--- src/rtl/irq_chain_pkg.sv ---
package irq_chain_pkg;

  typedef enum logic [1:0] {
    ARB_IDLE = 2'd0,
    ARB_ACK  = 2'd1,
    ARB_WAIT = 2'd2
  } arb_state_t;

  // width of a counter that must reach n-1
  function automatic int unsigned cnt_width(input int unsigned n);
    return (n > 1) ? $clog2(n) : 1;
  endfunction

  // true on the final cycle of an acknowledge window
  function automatic logic win_last(input int unsigned cnt, input int unsigned win);
    return cnt == (win - 1);
  endfunction

endpackage

--- src/rtl/irq_slot_cell.sv ---
module irq_slot_cell #(
  parameter int unsigned VEC_W = 8
) (
  input  logic             clk,
  input  logic             rst_n,
  input  logic             req_i,
  input  logic [VEC_W-1:0] vec_i,
  input  logic             ack_in,
  output logic             ack_out,
  output logic             granted_o,
  output logic             in_service_o,
  output logic [VEC_W-1:0] vec_drive_o
);

  logic ack_prev_q;
  logic take_q;
  logic svc_q;
  logic ack_rise;
  logic take_now;

  // named internal events
  assign ack_rise = ack_in & ~ack_prev_q;
  assign take_now = ack_rise ? req_i : take_q;

  assign ack_out      = ack_in & ~take_now;
  assign granted_o    = ack_in & take_now;
  assign in_service_o = svc_q;
  assign vec_drive_o  = granted_o ? vec_i : '0;

  always_ff @(posedge clk or negedge rst_n) begin
    if (!rst_n) begin
      ack_prev_q <= 1'b0;
      take_q     <= 1'b0;
      svc_q      <= 1'b0;
    end else begin
      ack_prev_q <= ack_in;
      take_q     <= ack_in ? take_now : 1'b0;
      if (granted_o)   svc_q <= 1'b1;
      else if (!req_i) svc_q <= 1'b0;
    end
  end

  // a granted slot keeps the acknowledge from the rest of the chain
  p_absorb_r3: assert property (@(posedge clk) disable iff (!rst_n)
    granted_o |-> !ack_out);

  // the grant does not change inside one acknowledge window
  p_grant_stable_r4: assert property (@(posedge clk) disable iff (!rst_n)
    (ack_in && $past(ack_in)) |-> $stable(granted_o));

  // a slot enters service only through a grant
  p_svc_entry_r6: assert property (@(posedge clk) disable iff (!rst_n)
    $rose(in_service_o) |-> $past(granted_o));

endmodule

--- src/rtl/irq_ack_arb.sv ---
module irq_ack_arb
  import irq_chain_pkg::*;
#(
  parameter int unsigned ACK_WIN = 4
) (
  input  logic clk,
  input  logic rst_n,
  input  logic irq_line,
  input  logic cpu_ready,
  input  logic ack_tail,
  input  logic any_in_service,
  output logic ack_o,
  output logic spurious_o
);

  localparam int unsigned CW = cnt_width(ACK_WIN);

  arb_state_t    state_q;
  logic [CW-1:0] cnt_q;
  logic          spur_q;
  logic          start_ack;
  logic          last_cyc;

  assign start_ack  = (state_q == ARB_IDLE) && irq_line && cpu_ready;
  assign last_cyc   = (state_q == ARB_ACK) && win_last(int'(cnt_q), ACK_WIN);
  assign ack_o      = (state_q == ARB_ACK);
  assign spurious_o = spur_q;

  always_ff @(posedge clk or negedge rst_n) begin
    if (!rst_n) begin
      state_q <= ARB_IDLE;
      cnt_q   <= '0;
      spur_q  <= 1'b0;
    end else begin
      unique case (state_q)
        ARB_IDLE: if (start_ack) begin
          state_q <= ARB_ACK;
          cnt_q   <= '0;
          spur_q  <= 1'b0;
        end
        ARB_ACK: if (last_cyc) begin
          spur_q  <= ack_tail;
          state_q <= ack_tail ? ARB_IDLE : ARB_WAIT;
        end else begin
          cnt_q <= cnt_q + 1'b1;
        end
        ARB_WAIT: if (!any_in_service) state_q <= ARB_IDLE;
        default: state_q <= ARB_IDLE;
      endcase
    end
  end

  // acknowledge starts only after request and readiness were seen
  p_ack_start_r2: assert property (@(posedge clk) disable iff (!rst_n)
    $rose(ack_o) |-> $past(irq_line && cpu_ready));

  // acknowledge ends only on the last counted cycle
  p_ack_len_r2: assert property (@(posedge clk) disable iff (!rst_n)
    $fell(ack_o) |-> $past(last_cyc));

  // no new acknowledge while a slot is still in service
  p_wait_hold_r6: assert property (@(posedge clk) disable iff (!rst_n)
    (state_q == ARB_WAIT && any_in_service) |=> !ack_o);

  // the flag rises only after a window that reached the chain end
  p_spur_r7: assert property (@(posedge clk) disable iff (!rst_n)
    $rose(spurious_o) |-> $past(ack_o && ack_tail));

endmodule

--- src/rtl/irq_daisy_chain.sv ---
module irq_daisy_chain
  import irq_chain_pkg::*;
#(
  parameter int unsigned SLOTS   = 4,
  parameter int unsigned VEC_W   = 8,
  parameter int unsigned ACK_WIN = 4
) (
  input  logic                   clk,
  input  logic                   rst_n,
  input  logic                   cpu_ready_i,
  input  logic [SLOTS-1:0]       req_i,
  input  logic [SLOTS*VEC_W-1:0] slot_vec_i,
  output logic                   irq_o,
  output logic                   ack_o,
  output logic [SLOTS-1:0]       grant_o,
  output logic [VEC_W-1:0]       vec_o,
  output logic                   vec_valid_o,
  output logic                   spurious_o
);

  logic [SLOTS:0]     ack_chain;
  logic [SLOTS-1:0]   svc;
  logic [VEC_W-1:0]   vec_part [SLOTS];
  logic               ack_tail;
  logic               any_in_service;

  // wired-OR request line
  assign irq_o          = |req_i;
  assign any_in_service = |svc;
  assign ack_chain[0]   = ack_o;
  assign ack_tail       = ack_chain[SLOTS];

  for (genvar g = 0; g < SLOTS; g++) begin : g_slot
    irq_slot_cell #(.VEC_W(VEC_W)) u_cell (
      .clk          (clk),
      .rst_n        (rst_n),
      .req_i        (req_i[g]),
      .vec_i        (slot_vec_i[g*VEC_W +: VEC_W]),
      .ack_in       (ack_chain[g]),
      .ack_out      (ack_chain[g+1]),
      .granted_o    (grant_o[g]),
      .in_service_o (svc[g]),
      .vec_drive_o  (vec_part[g])
    );
  end

  // shared vector bus: undriven slots contribute zero
  always_comb begin
    vec_o = '0;
    for (int i = 0; i < SLOTS; i++) vec_o = vec_o | vec_part[i];
  end
  assign vec_valid_o = |grant_o;

  irq_ack_arb #(.ACK_WIN(ACK_WIN)) u_arb (
    .clk            (clk),
    .rst_n          (rst_n),
    .irq_line       (irq_o),
    .cpu_ready      (cpu_ready_i),
    .ack_tail       (ack_tail),
    .any_in_service (any_in_service),
    .ack_o          (ack_o),
    .spurious_o     (spurious_o)
  );

  // never more than one grant
  p_onehot_r4: assert property (@(posedge clk) disable iff (!rst_n)
    $onehot0(grant_o));

  // a valid vector needs an acknowledge in flight
  p_vec_valid_r5: assert property (@(posedge clk) disable iff (!rst_n)
    vec_valid_o |-> ack_o);

  // a grant implies the acknowledge did not reach the chain end
  p_grant_tail_r3: assert property (@(posedge clk) disable iff (!rst_n)
    vec_valid_o |-> !ack_tail);

endmodule

--- config.mk ---
export PLATFORM = sky130hd
export DESIGN_NAME = irq_daisy_chain
export DESIGN_NICKNAME = d
export VERILOG_FILES = /design/src/rtl/irq_chain_pkg.sv /design/src/rtl/irq_slot_cell.sv /design/src/rtl/irq_ack_arb.sv /design/src/rtl/irq_daisy_chain.sv
export SDC_FILE = /design/constraint.sdc
export NUM_CORES = 1
export LEC_CHECK = 0
export BUFFER_PORTS_ARGS = -buffer_cell sky130_fd_sc_hd__buf_2
export CAP_MARGIN = 0
export CORE_UTILIZATION = 35
export DETAILED_ROUTE_END_ITERATION = 12
export HOLD_SLACK_MARGIN = 0.1
export PLACE_DENSITY = 0.71
export SLEW_MARGIN = 20
export SYNTH_ARGS = -nofsm -noshare
export SYNTH_HDL_FRONTEND = slang
export SYNTH_SLANG_ARGS = --single-unit
--- constraint.sdc ---
create_clock -name clk -period 3.6 [get_ports clk]
set_input_delay 0.18 -clock clk [delete_from_list [all_inputs] [get_ports clk]]
set_output_delay 0.18 -clock clk [all_outputs]
set_load 0.02 [all_outputs]
# [Word-level counts from Yosys, hierarchy flattened]
# Index checks and enable logic that the tools add are counted.
[totals] register_bits=17 inputBits=39 out_inout_bits=16 elab_cells=92
[classes] addsub=1 eq_ne=11 muxes=31 n_bitwise=23 n_reduce_logical=11
[op_table] op="8-bit two-way mux" count=4
[op_table] op="8-bit OR" count=3
[op_table] op="1-bit two-way mux" count=18
[op_table] op="1-bit AND" count=12
[op_table] op="2-bit two-way mux" count=6
[op_table] op="2-bit by 1-bit != test with 1-bit output (second input constant)" count=6
[op_table] op="4-bit OR reduction" count=3
[op_table] op="3-bit AND reduction" count=3
[op_table] op="1-bit inverter" count=8
[op_table] op="2-bit case mux with 3 select lines" count=1
[op_table] op="2-bit equality test (second input constant)" count=2
[op_table] op="2-bit != test (second input constant)" count=2
[op_table] op="2-bit case mux with 2 select lines" count=1
[op_table] op="1-bit logical AND" count=3
[op_table] op="2-bit by 1-bit adder with 2-bit output (second input constant)" count=1
[op_table] op="2-bit by 1-bit equality test with 1-bit output (second input constant)" count=1
[op_table] op="2-bit logical NOT" count=1
[op_table] op="1-bit case mux with 2 select lines" count=1
[op_table] op="2-bit nonzero test" count=1

# [Longest topological paths before layout]
# Gate-level depths: netlist of the first run.
[logic_depth] ltp_word=20 ltp_mapped=6 depth_no_buf=5

# [Hierarchy]
# A second synthesis of the first run with hierarchy kept.
[unflattened] cells_unflattened=112 area_unflattened_um2=1255.0
[modules_own_cells] module="irq_slot_cell" n_inst=4 cells_per_inst=18 area_each_um2=224.0
[modules_own_cells] module="irq_ack_arb" n_inst=1 cells_per_inst=29 area_each_um2=276.5
[modules_own_cells] module="irq_daisy_chain" n_inst=1 cells_per_inst=11 area_each_um2=82.6

# [Worst setup path before layout of the first run]
# Ideal clock, no wire load.
[synth_timing] path_type="register to output" startpoint="register u_arb.state_q[1]" endpoint="output vec_valid_o" t_arrival_ps=1484 t_required_ps=3420 path_slack_ps=1936 path_stages_with_launch=6 n_path_buf=0 cell_sequence="dfrtp_1 nand2b_4 inv_4 and4_4 and2_4 or4_4"
[synth_between] elab_chain_cells=17 word_cells_on_any_way=20
[synth_rtl] item="start: declaration" line="irq_ack_arb.sv:18" source="arb_state_t state_q;"
[synth_rtl] item="start signal: assignment" line="irq_ack_arb.sv:43" source="state_q <= ack_tail ? ARB_IDLE : ARB_WAIT;"
[synth_rtl] item="2-bit by 1-bit equality test with 1-bit output (*)" line="irq_ack_arb.sv:26" source="assign ack_o = (state_q == ARB_ACK);"
[synth_rtl] item="net ack_o" line="irq_daisy_chain.sv:14" source="output logic ack_o,"
[synth_rtl] item="1-bit AND" line="irq_slot_cell.sv:22" source="assign ack_rise = ack_in & ~ack_prev_q;"
[synth_rtl] item="1-bit two-way mux" line="irq_slot_cell.sv:23" source="assign take_now = ack_rise ? req_i : take_q;"
[synth_rtl] item="1-bit inverter" line="irq_slot_cell.sv:25" source="assign ack_out = ack_in & ~take_now;"
[synth_rtl] item="1-bit AND (*)" line="irq_slot_cell.sv:25"
[synth_rtl] item="1-bit AND" line="irq_slot_cell.sv:22"
[synth_rtl] item="1-bit two-way mux" line="irq_slot_cell.sv:23"
[synth_rtl] item="[... 3 more ...]"
[synth_rtl] item="1-bit two-way mux" line="irq_slot_cell.sv:23"
[synth_rtl] item="1-bit inverter" line="irq_slot_cell.sv:25"
[synth_rtl] item="1-bit AND (*)" line="irq_slot_cell.sv:25"
[synth_rtl] item="net g_slot[2].u_cell.ack_out" line="irq_slot_cell.sv:9" source="output logic ack_out,"
[synth_rtl] item="1-bit AND" line="irq_slot_cell.sv:22"
[synth_rtl] item="1-bit two-way mux" line="irq_slot_cell.sv:23"
[synth_rtl] item="1-bit AND (*)" line="irq_slot_cell.sv:26" source="assign granted_o = ack_in & take_now;"
[synth_rtl] item="4-bit OR reduction (*)" line="irq_daisy_chain.sv:52" source="assign vec_valid_o = |grant_o;"
[synth_rtl] item="end: declaration" line="irq_daisy_chain.sv:17" source="output logic vec_valid_o,"
# Mark *: on every way through the listed nets, which the timed path passes. The rest lies on a longest branch.

# [Worst setup path after layout of the first run]
[layout_timing] startpoint="input req_i[1]" endpoint="output vec_o[3]"
[layout_between] elab_chain_cells=12 word_cells_on_any_way=18
[layout_rtl] item="start: declaration" line="irq_daisy_chain.sv:11" source="input logic [SLOTS-1:0] req_i,"
[layout_rtl] item="1-bit two-way mux (*)" line="irq_slot_cell.sv:23"
[layout_rtl] item="1-bit inverter" line="irq_slot_cell.sv:25"
[layout_rtl] item="1-bit AND" line="irq_slot_cell.sv:25"
[layout_rtl] item="1-bit AND" line="irq_slot_cell.sv:22"
[layout_rtl] item="1-bit two-way mux" line="irq_slot_cell.sv:23"
[layout_rtl] item="1-bit inverter" line="irq_slot_cell.sv:25"
[layout_rtl] item="1-bit AND" line="irq_slot_cell.sv:25"
[layout_rtl] item="1-bit AND" line="irq_slot_cell.sv:22"
[layout_rtl] item="1-bit two-way mux" line="irq_slot_cell.sv:23"
[layout_rtl] item="1-bit AND" line="irq_slot_cell.sv:26"
[layout_rtl] item="8-bit two-way mux" line="irq_slot_cell.sv:28" source="assign vec_drive_o = granted_o ? vec_i : '0;"
[layout_rtl] item="8-bit OR (*)" line="irq_daisy_chain.sv:50" source="for (int i = 0; i < SLOTS; i++) vec_o = vec_o | vec_part[i];"
[layout_rtl] item="end: declaration" line="irq_daisy_chain.sv:16" source="output logic [VEC_W-1:0] vec_o,"
# Mark *: on every way between the ends. The rest lies on a longest branch, timed or not.

==> results of run 1 <==
## where the power goes
part / internal [mW] / switching (mW) / leakage [nW]
registers: 0.273 / 0.0559 / 0.218
clock network: 0.0423 / 0.0652 / 0.0139
logic: 0.300 / 0.384 / 0.455
## cells in the final DEF, fill, tap and decap left out, types with 2 or more instances in the layout
master / count
nor3_1: 2
o2bb2ai_1: 2
nor2_1: 6
a221o_1: 8
clkbuf_4: 3
buf_2: 54
a22o_1: 8
o211ai_1: 2
dlygate4sd3_1: 2
mux2_2: 3
mux2i_1: 3
dfrtp_1: 17
inv_1: 3
a21o_1: 4
nand2_1: 5
## metal layers
metal | global-route usage | wire, um | vias up | share of wire
met4 | 0.0395 | 8 | 0 | 0.0035
li1 | - | - | 427 | -
met5 | 0 | 0 | - | 0
met1 | 0.191 | 906 | 421 | 0.40
met3 | 0.0339 | 150 | 2 | 0.066
met2 | 0.354 | 1220 | 46 | 0.53
## metrics by stage
step | total power, mW | area (um^2)
final | 1.12 | 1240
after global routing | 1.21 | 1240
after CTS | 1.14 | 1230
after detailed placement | 1.03 | 1190
after global placement | 1.00 | 1190
after floorplan | 0.857 | 937
## Yosys cell counts (3+ instances only)
cell,n,share of area
dfrtp_1,17,0.45
buf_4,4,0.032
nor2_1,6,0.024
mux2i_1,3,0.032
inv_1,3,0.012
mux2_2,3,0.036
a21o_1,4,0.032
nand2_1,5,0.020
a22o_1,8,0.075
a221o_1,8,0.085
## cell families after synthesis
group           synth area share
compound gates             0.260
simple gates               0.123
flops                      0.454
buf+inv                   0.0814
mux                       0.0681
fa+ha+maj                 0.0133
## layout make-up
type	count	area [um^2]	share of cell area
Inverter	4	17.5	0.0141
Clock inverter	1	7.51	0.00604
Clock buffer	3	22.5	0.0181
Sequential cell	17	425	0.342
Timing Repair Buffer	57	298	0.239
Multi-Input combinational cell	55	435	0.350
Tap cell	30	37.5	0.0302
## flip-flops by register name, indices dropped and copies added (netlist names)
| signal | cells |
|---|---|
| u_arb.spurious_o | 1 |
| g_slot.u_cell.ack_prev_q | 4 |
| u_arb.cnt_q | 2 |
| g_slot.u_cell.take_q | 4 |
| u_arb.state_q | 2 |
| g_slot.u_cell.in_service_o | 4 |
## how the worst min path moves through the flow
stage             start                            end  slack, ns  depth (start not counted)
2_1_floorplan     rst_n    g_slot[0].u_cell.ack_prev_q      -0.12                          0
3_3_place_gp      rst_n               u_arb.state_q[0]       0.12                          1
3_5_place_dp      rst_n               u_arb.spurious_o       0.12                          1
4_1_cts        req_i[3]  g_slot[3].u_cell.in_service_o       0.10                          2
5_1_grt        req_i[2]  g_slot[2].u_cell.in_service_o       0.11                          2
6_report       req_i[3]  g_slot[3].u_cell.in_service_o       0.11                          2
## timing repair
item / in CTS / in global routing
endpoints found under the hold margin: 17 / 1
resized for setup: 0 / 0
hold buffers: 1 / 1
==> results.sh, run 1 <==
export IMPL_cap_violations=0
export IMPL_startpoint="req_i[1]"
export IMPL_grt_pass1_vias=927
export IMPL_yosysUniqueCellTypes=29
export IMPL_port_buffers=54
export IMPL_diodes=0
export IMPL_clock_latency_ns=0.30
export IMPL_hold_viol_final=0
export IMPL_rows=18
export IMPL_routed_wl_um=2280
export IMPL_fin_hold_ws_ns=0.107
export IMPL_syn_area_um2=937
export IMPL_r2r_end="g_slot[2].u_cell.in_service_o"
export IMPL_fin_skew_ns=0.00501
export IMPL_cts_root_buf="clkbuf_4"
export IMPL_preCtsSetupSlack_ns=1.57
export IMPL_crit_path_frequent_cell="buf_2"
export IMPL_fin_util=0.497
export IMPL_area_delta_synth_final_pct=32.7
export IMPL_numCtsBuffers=3
export IMPL_cp_start_kind="primary input"
export IMPL_r2r_slack_ns=1.96
export IMPL_critical_path_class="in -> out"
export IMPL_drtIter0Drc=8
export IMPL_dpl_cell_count=161
export IMPL_io_pins=55
export IMPL_crit_required_ns=3.42
export IMPL_grt_max_degree=18
export IMPL_cts_tree="done"
export IMPL_post_cts_buffers=0
export IMPL_synth_warnings=0
export IMPL_finalSetupViolCount=0
export IMPL_dieArea_um2=2890
export IMPL_crit_family="buffers and inverters"
export IMPL_p_leak_nw=0.687
export IMPL_cp_arrival_ns=2.29
export IMPL_vdd_drop_max_v=0.000584
export IMPL_vias_per_cell=5.37
export IMPL_cp_slowest_cell="nor2_1"
export IMPL_hold_path_class="in -> reg"
export IMPL_cp_buffers_inverters=3
export IMPL_track_usage=0.179
export IMPL_rsz0062_at_grt="no"
export IMPL_post_route_period_util=0.685
export IMPL_nFillCells=245
export IMPL_die_y_um=53.7
export IMPL_final_cells=167
export IMPL_async_reset_ff_frac=1.00
export IMPL_avgRoutedWirePerCell_um=13.7
export IMPL_num_vias=896
export IMPL_ys_seq_elements=17
export IMPL_cpPeakStageDelay_ns=0.62
export IMPL_gr_total_overflow=0
export IMPL_fin_tns_setup_ns=0
export IMPL_dp_hpwl_um=1790
export IMPL_synthFlopType="dfrtp_1"
export IMPL_synth_cells=85
export IMPL_pwr_density_cell_nw_per_um2=902
export IMPL_cts_sinks=17
export IMPL_cts_max_path_buffers=2
export IMPL_reg2reg_depth=5
export IMPL_layout_drive_gt1_share=0.496
export IMPL_place_gp_congestion=0.756
export IMPL_reg2reg_from="u_arb.state_q[1]"
export IMPL_crit_cells=7
export IMPL_max_freq_ghz=0.406
export IMPL_drc_errors=0
export IMPL_outcome="complete, no violations"
export IMPL_yosysSeqAreaShare=0.454
export IMPL_crit_chain="dlygate4sd3_1 -> buf_2 -> mux2i_1 -> nand3_1 -> nor2_1 -> a221o_1 -> buf_2"
export IMPL_coreArea_um2=2500
export IMPL_clkTransAtPathRegs_ns=0.11
export IMPL_worstSetupEndpointType="primary output"
export IMPL_grt_pass1_wl_um=3730
export IMPL_antenna_found_initial=0
export IMPL_worst_slew_pin_transition_ns=0.812
export IMPL_crit_fanout=12
export IMPL_worstSetupEndpoint="vec_o[3]"
export IMPL_final_nets=178
export IMPL_period_needed_ns=2.47
export IMPL_htree_levels=1
export IMPL_avgSynthCellArea_um2=11.0
export IMPL_antenna_left=0
export IMPL_setup_ws_ns=1.13
export IMPL_initial_core_util=0.375
export IMPL_first_pass_iters=4
export IMPL_syn_nets=125
export IMPL_slew_headroom=0.457
export IMPL_dieWidth_um=53.7
export IMPL_synth_edf_count=0
export IMPL_finalMaxSlewViolations=0
(Power assumes the default switching activity.)
==> inputs of run 2 (changes only) <==
--- a/config.mk
+++ b/config.mk
@@ -10,7 +10,7 @@
 export CORE_UTILIZATION = 35
 export DETAILED_ROUTE_END_ITERATION = 12
 export HOLD_SLACK_MARGIN = 0.1
-export PLACE_DENSITY = 0.71
+export PLACE_DENSITY = 0.73
 export SLEW_MARGIN = 20
 export SYNTH_ARGS = -nofsm -noshare
 export SYNTH_HDL_FRONTEND = slang
==> constraint.sdc (replaced) <==
create_clock -name clk -period 2 [get_ports clk]
set_input_delay 0.1 -clock clk [delete_from_list [all_inputs] [get_ports clk]]
set_output_delay 0.1 -clock clk [all_outputs]
set_load 0.02 [all_outputs]
==> results.sh, run 2 (same netlist as run 1, synthesis figures left out) <==
export IMPL_drtIter0Drc=4
export IMPL_worst_slew_pin_transition_ns=0.381
export IMPL_fin_skew_ns=0.000631
export IMPL_antenna_found_initial=0
export IMPL_final_cells=178
export IMPL_cts_sinks=17
export IMPL_reg2reg_from="g_slot[1].u_cell.ack_prev_q"
export IMPL_io_pins=55
export IMPL_crit_required_ns=1.90
export IMPL_clkTransAtPathRegs_ns=0.11
export IMPL_nFillCells=213
export IMPL_setup_ws_ns=0.0124
export IMPL_area_delta_synth_final_pct=52.7
export IMPL_grt_pass1_vias=911
export IMPL_crit_family="flip-flops"
export IMPL_finalPower_mw=2.43
export IMPL_cp_start_kind="register"
export IMPL_mostFrequentLayoutCell="buf_2"
export IMPL_port_buffers=54
export IMPL_first_pass_iters=4
export IMPL_cts_max_path_buffers=2
export IMPL_coreArea_um2=2500
export IMPL_crit_chain="nand2b_4 -> inv_4 -> and4_4 -> and2_4 -> buf_4 -> a221o_1 -> buf_6"
export IMPL_p_leak_nw=0.760
export IMPL_worstSetupEndpointType="primary output"
export IMPL_period_needed_ns=1.99
export IMPL_hold_viol_final=0
export IMPL_track_usage=0.195
export IMPL_rows=18
export IMPL_vias_per_cell=5.43
export IMPL_diodes=0
export IMPL_numCtsBuffers=3
export IMPL_crit_fanout=6
export IMPL_avgRoutedWirePerCell_um=14.3
export IMPL_finalMaxSlewViolations=0
export IMPL_wl_met1_um=976
export IMPL_pwr_density_cell_nw_per_um2=1700
export IMPL_post_route_period_util=0.994
export IMPL_htree_levels=1
export IMPL_preCtsSetupSlack_ns=0.217
export IMPL_dpl_cell_count=163
export IMPL_layout_drive_gt1_share=0.547
export IMPL_die_y_um=53.7
export IMPL_slew_headroom=0.746
export IMPL_final_area_um2=1430
export IMPL_cp_arrival_ns=1.89
export IMPL_place_gp_congestion=0.771
export IMPL_critical_path_class="reg -> out"
export IMPL_max_freq_ghz=0.503
export IMPL_dr_wl_met2_um=1320
export IMPL_cap_violations=0
export IMPL_rsz0062_at_grt="yes"
export IMPL_hold_path_class="in -> reg"
export IMPL_drc_errors=0
export IMPL_ff_latch_area_um2=428
export IMPL_top_layer_used="met4"
export IMPL_finalSetupViolCount=0
export IMPL_dieArea_um2=2890
export IMPL_initial_core_util=0.375
export IMPL_cpPeakStageDelay_ns=0.45
export IMPL_outcome="complete, no violations"
export IMPL_gr_total_overflow=0
export IMPL_cp_slowest_cell="dfrtp_2"
export IMPL_cts_tree="done"
export IMPL_cts_root_buf="clkbuf_4"
export IMPL_wl_met3_um=218
export IMPL_dp_hpwl_um=1810
export IMPL_dpl_cell_area_um2=1210
export IMPL_num_vias=967
export IMPL_dieWidth_um=53.7
export IMPL_cp_buffers_inverters=3
export IMPL_clock_latency_ns=0.30
export IMPL_routed_wl_um=2550
export IMPL_grt_pass1_wl_um=3930
export IMPL_final_cell_mix="buf_2, dfrtp_1, buf_6"
export IMPL_antenna_left=0
export IMPL_vdd_drop_max_v=0.00113
export IMPL_multi_input_area_um2=467
export IMPL_final_nets=189
export IMPL_grt_max_degree=18
export IMPL_min_delay_start="req_i[1]"
export IMPL_startpoint="u_arb.state_q[0]"
==> run 2: changes by cell type in the layout (fill, tap and decap cells not counted), sizes merged <==
cell         before  now
clkinvlp          1    0
buf              55   63
dlygate4sd3       2    5
clkinv            0    1
==> run 2: cell type report <==
class	count	share of cell area
multi-input cells	55	0.326
repair buffers	68	0.317
flip-flops and latches	17	0.299
well taps	30	0.0262
clock buffers	3	0.0157
inverters	4	0.0122
clock inverters	1	0.00350
==> run 2: metal layers <==
layer / vias to the layer above / track usage
met1: 462 / 0.206
met2: 52 / 0.368
met4: 0 / 0.0526
met5: - / 0
li1: 446 / -
met3: 7 / 0.0565
==> run 2: stage by stage <==
| stage | util | TNS, ns | hold slack [ns] |
|---|---|---|---|
| 2_1_floorplan | - | 0 | -0.196 |
| 3_3_place_gp | 0.483 | 0 | 0.0376 |
| 3_5_place_dp | 0.483 | 0 | 0.0439 |
| 4_1_cts | 0.535 | 0 | 0.189 |
| 5_1_grt | 0.573 | -0.318 | 0.190 |
| 6_report | 0.573 | 0 | 0.183 |
==> run 2: tightest hold or removal path, cell delays in order <==
cell	delay (ns)
buf_2	0.12
mux2i_4	0.09
nand3_1	0.11
inv_1	0.04
==> run 2: final timing paths <==
| kind | to | slack, ns | depth (start not counted) |
|---|---|---|---|
| setup / recovery | vec_o[1] | 0.01 | 7 |
| setup reg to reg | u_arb.state_q[1] | 0.60 | 4 |
| hold reg to reg | g_slot[1].u_cell.in_service_o | 0.51 | 1 |
| min in group asynchronous | u_arb.spurious_o | 0.23 | 2 |
| hold / removal | g_slot[2].u_cell.ack_prev_q | 0.18 | 4 |
| max in group asynchronous | u_arb.state_q[1] | 1.48 | 2 |
==> run 2: repair_timing <==
| item | CTS | global route |
|---|---|---|
| hold buffers | 5 | 0 |
| buffers inserted | 3 | 3 |
| cloned | 1 | 0 |
| pin swaps | 2 | 13 |
| setup endpoints to repair | 3 | 9 |
| resized for setup | 9 | 22 |
| hold endpoints to repair | 21 | 0 |
==> run 2: report_power, final <==
| group | internal, mW | switching (mW) | leakage [nW] |
|---|---|---|---|
| logic | 0.834 | 0.795 | 0.527 |
| registers | 0.496 | 0.107 | 0.216 |
| clock network | 0.0747 | 0.121 | 0.0177 |
| total | 1.40 | 1.02 | 0.760 |
